==> src/rtl/dsc_pkg.sv <==
package dsc_pkg;

  typedef enum logic [1:0] {
    DSC_IDLE = 2'd0,
    DSC_RUN  = 2'd1,
    DSC_DONE = 2'd2
  } dsc_state_e;

  // number of shift cycles in one load
  function automatic int unsigned load_shifts(input int unsigned nseg,
                                              input int unsigned seg_len);
    return nseg * seg_len;
  endfunction

  // full length of one load in cycles, stalls included
  function automatic int unsigned load_cycles(input int unsigned nseg,
                                              input int unsigned seg_len,
                                              input int unsigned halt_n,
                                              input int unsigned marked);
    return load_shifts(nseg, seg_len) + halt_n * seg_len * marked;
  endfunction

endpackage

==> src/rtl/dsc_ctrl_reg.sv <==
module dsc_ctrl_reg #(
  parameter int NSEG = 4
) (
  input  logic            clk,
  input  logic            rst_n,
  input  logic            load_en,
  input  logic            bit_in,
  output logic [NSEG-1:0] ctrl_q
);

  // serial fill, LSB first: newest bit enters at the top
  always_ff @(posedge clk or negedge rst_n) begin
    if (!rst_n) begin
      ctrl_q <= '0;
    end else if (load_en) begin
      ctrl_q <= {bit_in, ctrl_q[NSEG-1:1]};
    end
  end

endmodule

==> src/rtl/dsc_seg_tracker.sv <==
module dsc_seg_tracker #(
  parameter int NSEG    = 4,
  parameter int LEN_W   = 6,
  parameter int SEG_W   = 2,
  parameter int CHAIN_W = 8
) (
  input  logic               clk,
  input  logic               rst_n,
  input  logic               clear,
  input  logic               step,
  input  logic [LEN_W-1:0]   seg_len,
  output logic [SEG_W-1:0]   seg_idx,
  output logic [CHAIN_W-1:0] shift_num,
  output logic               last_shift
);

  localparam logic [SEG_W-1:0] TOP_SEG = SEG_W'(NSEG - 1);

  logic [LEN_W-1:0] pos_q;
  logic             seg_end;

  assign seg_end    = (pos_q == seg_len - 1'b1);
  assign last_shift = seg_end && (seg_idx == '0);

  // walk segments from the output end (highest index) toward the inputs
  always_ff @(posedge clk or negedge rst_n) begin
    if (!rst_n) begin
      pos_q     <= '0;
      seg_idx   <= TOP_SEG;
      shift_num <= '0;
    end else if (clear) begin
      pos_q     <= '0;
      seg_idx   <= TOP_SEG;
      shift_num <= '0;
    end else if (step) begin
      shift_num <= shift_num + 1'b1;
      if (seg_end) begin
        pos_q <= '0;
        if (seg_idx != '0) begin
          seg_idx <= seg_idx - 1'b1;
        end
      end else begin
        pos_q <= pos_q + 1'b1;
      end
    end
  end

endmodule

==> src/rtl/dsc_halt_ctr.sv <==
module dsc_halt_ctr #(
  parameter int N_W = 4
) (
  input  logic           clk,
  input  logic           rst_n,
  input  logic           active,
  input  logic           seg_sel,
  input  logic [N_W-1:0] halt_n,
  output logic           halt_fire
);

  logic [N_W-1:0] cnt_q;

  assign halt_fire = active && seg_sel && (cnt_q < halt_n);

  always_ff @(posedge clk or negedge rst_n) begin
    if (!rst_n) begin
      cnt_q <= '0;
    end else if (active && halt_fire) begin
      cnt_q <= cnt_q + 1'b1;
    end else begin
      cnt_q <= '0;
    end
  end

endmodule

==> src/rtl/dyn_shift_ctrl.sv <==
module dyn_shift_ctrl #(
  parameter int NSEG  = 4,
  parameter int LEN_W = 6,
  parameter int N_W   = 4,
  localparam int SEG_W   = (NSEG > 1) ? $clog2(NSEG) : 1,
  localparam int CHAIN_W = LEN_W + SEG_W
) (
  input  logic               clk,
  input  logic               rst_n,
  input  logic               load_ctrl,
  input  logic               ctrl_bit,
  input  logic               start,
  input  logic [LEN_W-1:0]   seg_len,
  input  logic [CHAIN_W-1:0] chain_len,
  input  logic [N_W-1:0]     halt_n,
  output logic               shift_en,
  output logic               decomp_adv,
  output logic               pad_shift,
  output logic               load_done
);

  import dsc_pkg::*;

  dsc_state_e          state_q;
  logic                run;
  logic                idle;
  logic                start_ok;
  logic [NSEG-1:0]     ctrl_q;
  logic [SEG_W-1:0]    seg_idx;
  logic [CHAIN_W-1:0]  shift_num;
  logic                last_shift;
  logic                seg_sel;
  logic                halt_fire;
  logic                shift_fire;
  logic [CHAIN_W-1:0]  pad_q;

  assign idle     = (state_q == DSC_IDLE);
  assign run      = (state_q == DSC_RUN);
  assign start_ok = idle && start;

  dsc_ctrl_reg #(.NSEG(NSEG)) u_ctrl (
    .clk    (clk),
    .rst_n  (rst_n),
    .load_en(idle && load_ctrl),
    .bit_in (ctrl_bit),
    .ctrl_q (ctrl_q)
  );

  dsc_seg_tracker #(
    .NSEG(NSEG), .LEN_W(LEN_W), .SEG_W(SEG_W), .CHAIN_W(CHAIN_W)
  ) u_track (
    .clk       (clk),
    .rst_n     (rst_n),
    .clear     (start_ok),
    .step      (shift_fire),
    .seg_len   (seg_len),
    .seg_idx   (seg_idx),
    .shift_num (shift_num),
    .last_shift(last_shift)
  );

  assign seg_sel = ctrl_q[seg_idx];

  dsc_halt_ctr #(.N_W(N_W)) u_halt (
    .clk      (clk),
    .rst_n    (rst_n),
    .active   (run),
    .seg_sel  (seg_sel),
    .halt_n   (halt_n),
    .halt_fire(halt_fire)
  );

  assign shift_fire = run && !halt_fire;

  // padding count latched at the strobe
  always_ff @(posedge clk or negedge rst_n) begin
    if (!rst_n) begin
      pad_q <= '0;
    end else if (start_ok) begin
      pad_q <= CHAIN_W'(load_shifts(NSEG, 32'(seg_len))) - chain_len;
    end
  end

  always_ff @(posedge clk or negedge rst_n) begin
    if (!rst_n) begin
      state_q <= DSC_IDLE;
    end else begin
      unique case (state_q)
        DSC_IDLE: if (start)                    state_q <= DSC_RUN;
        DSC_RUN:  if (shift_fire && last_shift) state_q <= DSC_DONE;
        DSC_DONE:                               state_q <= DSC_IDLE;
        default:                                state_q <= DSC_IDLE;
      endcase
    end
  end

  assign shift_en   = shift_fire;
  assign decomp_adv = run;
  assign pad_shift  = shift_fire && (shift_num < pad_q);
  assign load_done  = (state_q == DSC_DONE);

endmodule

==> config.mk <==
export PLATFORM = sky130hd
export DESIGN_NAME = dyn_shift_ctrl
export DESIGN_NICKNAME = d
export VERILOG_FILES = /design/src/rtl/dsc_pkg.sv /design/src/rtl/dsc_ctrl_reg.sv /design/src/rtl/dsc_seg_tracker.sv /design/src/rtl/dsc_halt_ctr.sv /design/src/rtl/dyn_shift_ctrl.sv
export SDC_FILE = /design/constraint.sdc
export NUM_CORES = 1
export LEC_CHECK = 0
export BUFFER_PORTS_ARGS = -buffer_cell sky130_fd_sc_hd__buf_2
export CAP_MARGIN = 20
export CORE_MARGIN = 8
export CORE_UTILIZATION = 40
export CTS_BUF_LIST = sky130_fd_sc_hd__clkbuf_2
export DETAILED_ROUTE_END_ITERATION = 12
export GPL_TIMING_DRIVEN = 0
export PLACE_DENSITY = 0.57
export SLEW_MARGIN = 15
export SYNTH_ARGS = -nofsm -noshare
export SYNTH_HDL_FRONTEND = slang
export SYNTH_HIERARCHICAL = 1
export SYNTH_SLANG_ARGS = --single-unit
==> constraint.sdc <==
create_clock -name clk -period 4.3 [get_ports clk]
set_input_delay 0.215 -clock clk [delete_from_list [all_inputs] [get_ports clk]]
set_output_delay 0.215 -clock clk [all_outputs]
set_load 0.005 [all_outputs]
Yosys cells after proc, flatten, opt, wreduce, memory -nomap -nowiden. Index checks and enable logic that the tools add are counted.

Magnitude comparators: 3. Reduce and logical (&&, ||, !) cells: 18. Muxes and demuxes: 15. Equality and inequality tests: 5. Add/subtract/negate cells: 6.

Operators with widths (count): 6-bit 2-to-1 mux (3); 8-bit 2-to-1 mux (2); 2-bit 2-to-1 mux (6); 1-bit logical AND (9); 8-bit by 1-bit adder with 8-bit output (second input constant) (1); 8-bit less-than comparator (1); 2-bit nonzero test (4); 8-bit subtractor (1); 6-bit by 1-bit adder with 6-bit output (second input constant) (1); 6-bit == test (1); 6-bit by 1-bit subtractor with 6-bit output (second input constant) (1); 4-bit by 1-bit adder with 4-bit output (second input constant) (1); 2-bit zero test (2); 4-bit less-than comparator (1); 4-bit 2-to-1 mux (1); 2-bit one-hot mux with 2 select lines (1); 2-bit by 3-bit less-than comparator with 1-bit output (second input constant) (1); 3-bit AND reduction (1); 1-bit binary-select mux with 2-bit select (1); 2-bit by 1-bit == test with 1-bit output (second input constant) (1); 2-bit == test (second input constant) (1); 2-bit by 1-bit inequality test with 1-bit output (second input constant) (1); 2-bit inequality test (second input constant) (1); 2-bit AND reduction (1); 3 further kinds (3).

Register bits: 34. Input port bits: 23.

Depth between registers and ports, before layout.
Depth in word-level cells: 9. Gate-level depth with buffers: 10. Gate-level depth less buffers: 9.

Modules after synthesis. Netlist, hierarchy kept.

By module, submodules not included: dsc_seg_tracker (area an instance 992.2 um^2, instances 1, cells each 107); dyn_shift_ctrl (area an instance 912.1 um^2, instances 1, cells each 106); dsc_halt_ctr (area an instance 259.0 um^2, instances 1, cells each 24); dsc_ctrl_reg (area an instance 145.1 um^2, instances 1, cells each 8).

Least setup slack after synthesis. Ideal clock, no wire load.

Path type: register -> register. Start: register u_track.seg_idx[0]. End: register u_track.shift_num[1]. Arrival: 2.398 ns. Buffers on the path: 2. Required time: 4.168 ns. Stages on the path, launching flop included: 9. Setup slack: 1.770 ns. Cell sequence: dfstp_2 > mux4_2 > nand4b_1 > nor2_1 > nor2_1 > clkbuf_1 > clkbuf_1 > mux2i_1 > nor2_1.

Longest elaborated chain between the ends: 7.

Ends and longest elaborated chain: start, declared (line dsc_seg_tracker.sv:12) `output logic [SEG_W-1:0] seg_idx,`; start signal, assigned (line dsc_seg_tracker.sv:40) `seg_idx <= seg_idx - 1'b1;`; 1-bit binary-select mux with 2-bit select (line dyn_shift_ctrl.sv:62) `assign seg_sel = ctrl_q[seg_idx];`; 1-bit 2-to-1 mux (implied by the code) (line dyn_shift_ctrl.sv:62); net seg_sel (line dyn_shift_ctrl.sv:32) `logic seg_sel;`; 1-bit logical AND (2 in series) (line dsc_halt_ctr.sv:14) `assign halt_fire = active && seg_sel && (cnt_q < halt_n);`; net halt_fire (line dyn_shift_ctrl.sv:33) `logic halt_fire;`; 1-bit zero test (line dyn_shift_ctrl.sv:73) `assign shift_fire = run && !halt_fire;`; 1-bit logical AND (line dyn_shift_ctrl.sv:73); net shift_en (line dyn_shift_ctrl.sv:16) `output logic shift_en,`; 2-bit nonzero test (no line); end signal, assigned (line dsc_seg_tracker.sv:36) `shift_num <= shift_num + 1'b1;`; end, declared (line dsc_seg_tracker.sv:13) `output logic [CHAIN_W-1:0] shift_num,`.

The timed path passes the listed nets, and every way through them passes these cells. The select of a mux whose other input is x is not followed. A chain may end at the register's enable or synchronous reset.

Worst setup path in the final report.
Start: register u_track.seg_idx[0]. End: register u_track.pos_q[2].

Longest elaborated chain between the ends: 7.

Ends and longest elaborated chain: 1-bit binary-select mux with 2-bit select (line dyn_shift_ctrl.sv:62); 1-bit 2-to-1 mux (implied by the code) (line dyn_shift_ctrl.sv:62); net seg_sel (line dyn_shift_ctrl.sv:32); 1-bit logical AND (2 in series) (line dsc_halt_ctr.sv:14); net halt_fire (line dyn_shift_ctrl.sv:33); 1-bit zero test (line dyn_shift_ctrl.sv:73); 1-bit logical AND (line dyn_shift_ctrl.sv:73); 2-bit nonzero test (no line); end signal, assigned (line dsc_seg_tracker.sv:43) `pos_q <= pos_q + 1'b1;`; end, declared (line dsc_seg_tracker.sv:19) `logic [LEN_W-1:0] pos_q;`.

The timed path passes the listed nets, and every way through them passes these cells. The select of a mux whose other input is x is not followed.

==> reports/qor.yml <==
outcome: "completed"
rrSetupSlack_ps: 1250
diodes: 0
setup_violations: 0
core_area_sq_um: 5540
drive_gt1_share_pct: 17.5
viasPerCell: 5.07
netlist_instances: 245
drt_iter0_drc: 59
p_per_area_nw_per_um2: 571
fin_crit_sh_pct: 70.9
cts_tree: "done"
cts-root-buf: "clkbuf_2"
slew_headroom_pct: 49.2
synthMuxAreaShare_pct: 5.09
async_reset_ff_share_pct: 100
dieArea_sq_um: 8460
max_freq_mhz: 328
dp_slack_ps: 1280
die_h_um: 92.0
yosysTopAreaCellShare_pct: 34.7
synth_top_family_by_area: "simple AND/OR/NAND/NOR gates"
cp_max_fo: 10
grt_pass1_wl_um: 8260
rows: 27
initial_core_util_pct: 41.7
synthesis.area_sq_um: 2310
grt_overflow_total: 0
vias: 1783
maxSlewViolCount: 0
portBuffers: 26
arrival_ps: 3330
drc: 0
instances_no_fill: 352
path_class: "reg -> reg"
clock_latency_ps: 370
ff_latch_area_sq_um: 853
syn_avg_cell_area_sq_um: 9.42
cp.required_ps: 4580
syn_nets: 289
synth_ff_type: "dfrtp_1"
ys_ff_latch: 34
fill_cells: 568
yosys.area_share.adder_pct: 11.4
worstHoldStart: "ctrl_bit"
htreeDepth: 2
synthDistinctLibCells: 50
fin_ws_ps: 1250
grt_pass1_vias: 1789
die_w_um: 92.0
hold_viol_final: 0
crit_path_end_kind: "flip-flop"
synth_top_cells_by_area: "dfrtp_1 (35%), ha_1 (11%), xor2_1 (4.9%), inv_1 (3.9%), nor2_1 (2.9%)"
power_w: 0.00147
ys_warn_count: 6
grt_start_max_net_pins: 35
whs_path_depth: 2
synthTopCellsByCount: "dfrtp_1 (32), inv_1 (24), ha_1 (21)"
hp-class: "in -> reg"
antenna_found_initial: 0
area_growth_syn_to_layout_pct: 11.7
nets: 323
synth_edf_count: 0
ios: 27
startpoint_type: "flip-flop"
max-cap-violations: 0
hpwl_um: 3670
ctsLongestPathBuffers: 2
r2r-start: "u_track/seg_idx[0]$_DFFE_PN1P_"
cts.sinks: 34
worstHoldEndpoint: "u_ctrl/ctrl_q[3]$_DFFE_PN0P_"
ys_seq_area_share_pct: 37.0
whs_ps: 72.3
wl_per_cell_um: 13.5
synth-xor-area-share_pct: 6.83
reg2reg_depth: 8
clkTransAtPathRegs_ps: 170
fin_crit_ps: 3050
grt_setup_unrepaired: "false"
setup_tns_ps: 0
ir_drop_v: 0.000265
cts_buffers: 5
yosysTopAreaCell: "dfrtp_1"
synth_most_common_cell: "dfrtp_1"
synthSimpleGateAreaFrac_pct: 21.4
gp_congestion: 0.775
tightestPinTransition_ps: 762
wirelength_um: 4760
synth-compound-area-share_pct: 13.4
dp.cells: 343
multi_input_comb_area_sq_um: 1340
worstReg2RegEnd: "u_track/pos_q[2]$_DFFE_PN0P_"
dr.pass1.iters: 4
ant_nets: 0
post_cts_buffers: 0
grt.total_usage_pct: 11.8
clock_skew_ps: 10.1
p_leak_nw: 1.30
[stage by stage]
step | cell area [sq um] | utilization, %
2_1_floorplan | 2310 | -
5_1_grt | 2580 | 46.5
3_3_place_gp | 2530 | 45.6
4_1_cts | 2580 | 46.5
3_5_place_dp | 2530 | 45.6
6_report | 2580 | 46.5
[flip-flops by register name, indices dropped and copies added (netlist names)]
name,count
pad_q,8
state_q,2
u_ctrl/ctrl_q,4
u_halt/cnt_q,4
u_track/pos_q,6
u_track/seg_idx,2
u_track/shift_num,8
[cell families after synthesis]
logic type | count (synthesis)
adders and majority gates | 21
buffers and inverters | 30
muxes | 10
and+or+nand+nor | 89
xor gates and xnor gates | 18
DFF | 34
AOI/OAI and AO/OA | 43
[power breakdown]
part           internal [W]  leakage, nW  switching [W]
sequential         0.000450        0.427       0.000114
clock             0.0000401       0.0304       0.000107
combinational      0.000331        0.843       0.000429
total              0.000821         1.30       0.000650
[timing repair]
item | in CTS | in global routing
hold buffers | 1 | 0
endpoints found under the hold margin | 32 | 0
resized for setup | 0 | 0
[layout make-up]
| class | count | area share [%] |
|---|---|---|
| Multi-Input combinational cell | 181 | 52.0 |
| Sequential cell | 34 | 33.1 |
| Timing Repair Buffer | 27 | 5.44 |
| Inverter | 24 | 3.50 |
| Tap cell | 72 | 3.50 |
| Clock buffer | 6 | 1.17 |
| Buffer | 6 | 0.922 |
| Clock inverter | 2 | 0.340 |
[per-layer routing]
layer / wire length [um] / global-route usage [%] / share of wire (%)
met1: 2340 / 15.0 / 49
met4: 28 / 3.22 / 0.59
met3: 91 / 2.77 / 1.9
met2: 2300 / 19.5 / 48
met5: 0 / 0 / 0
[worst max path at each step]
stage,startpoint,end,depth (start not counted)
global route,u_track/seg_idx[0]$_DFFE_PN1P_,u_track/pos_q[2]$_DFFE_PN0P_,8
detailed placement,u_track/seg_idx[0]$_DFFE_PN1P_,u_track/shift_num[1]$_DFFE_PN0P_,8
floorplan,u_track/seg_idx[0]$_DFFE_PN1P_,u_track/shift_num[1]$_DFFE_PN0P_,8
global placement,u_track/seg_idx[0]$_DFFE_PN1P_,u_track/shift_num[1]$_DFFE_PN0P_,8
CTS,u_track/seg_idx[0]$_DFFE_PN1P_,u_track/pos_q[2]$_DFFE_PN0P_,8
finish,u_track/seg_idx[0]$_DFFE_PN1P_,u_track/pos_q[2]$_DFFE_PN0P_,8
[cell usage in the layout (no fill, tap or decap), types with 5 or more instances in the layout]
cell type,n
dfrtp_1,32
buf_2,27
inv_1,24
ha_1,21
nor2_1,18
nand2_1,15
xor2_1,13
o21ai_0,12
a21oi_1,8
nand3_1,8
and3_1,7
nor3_1,6
clkbuf_2,6
nor3b_1,5
mux2i_1,5
clkbuf_1,5
xnor2_1,5
[critical path, cell delays in order, from the launching register on]
cell,delay (ps)
dfstp_2,590
mux4_2,500
nand4b_1,230
nor2_1,90
nor2_1,360
clkbuf_1,420
clkbuf_1,440
a21oi_1,130
nor4_1,190
Note: power is estimated with default switching activity, not from simulation.
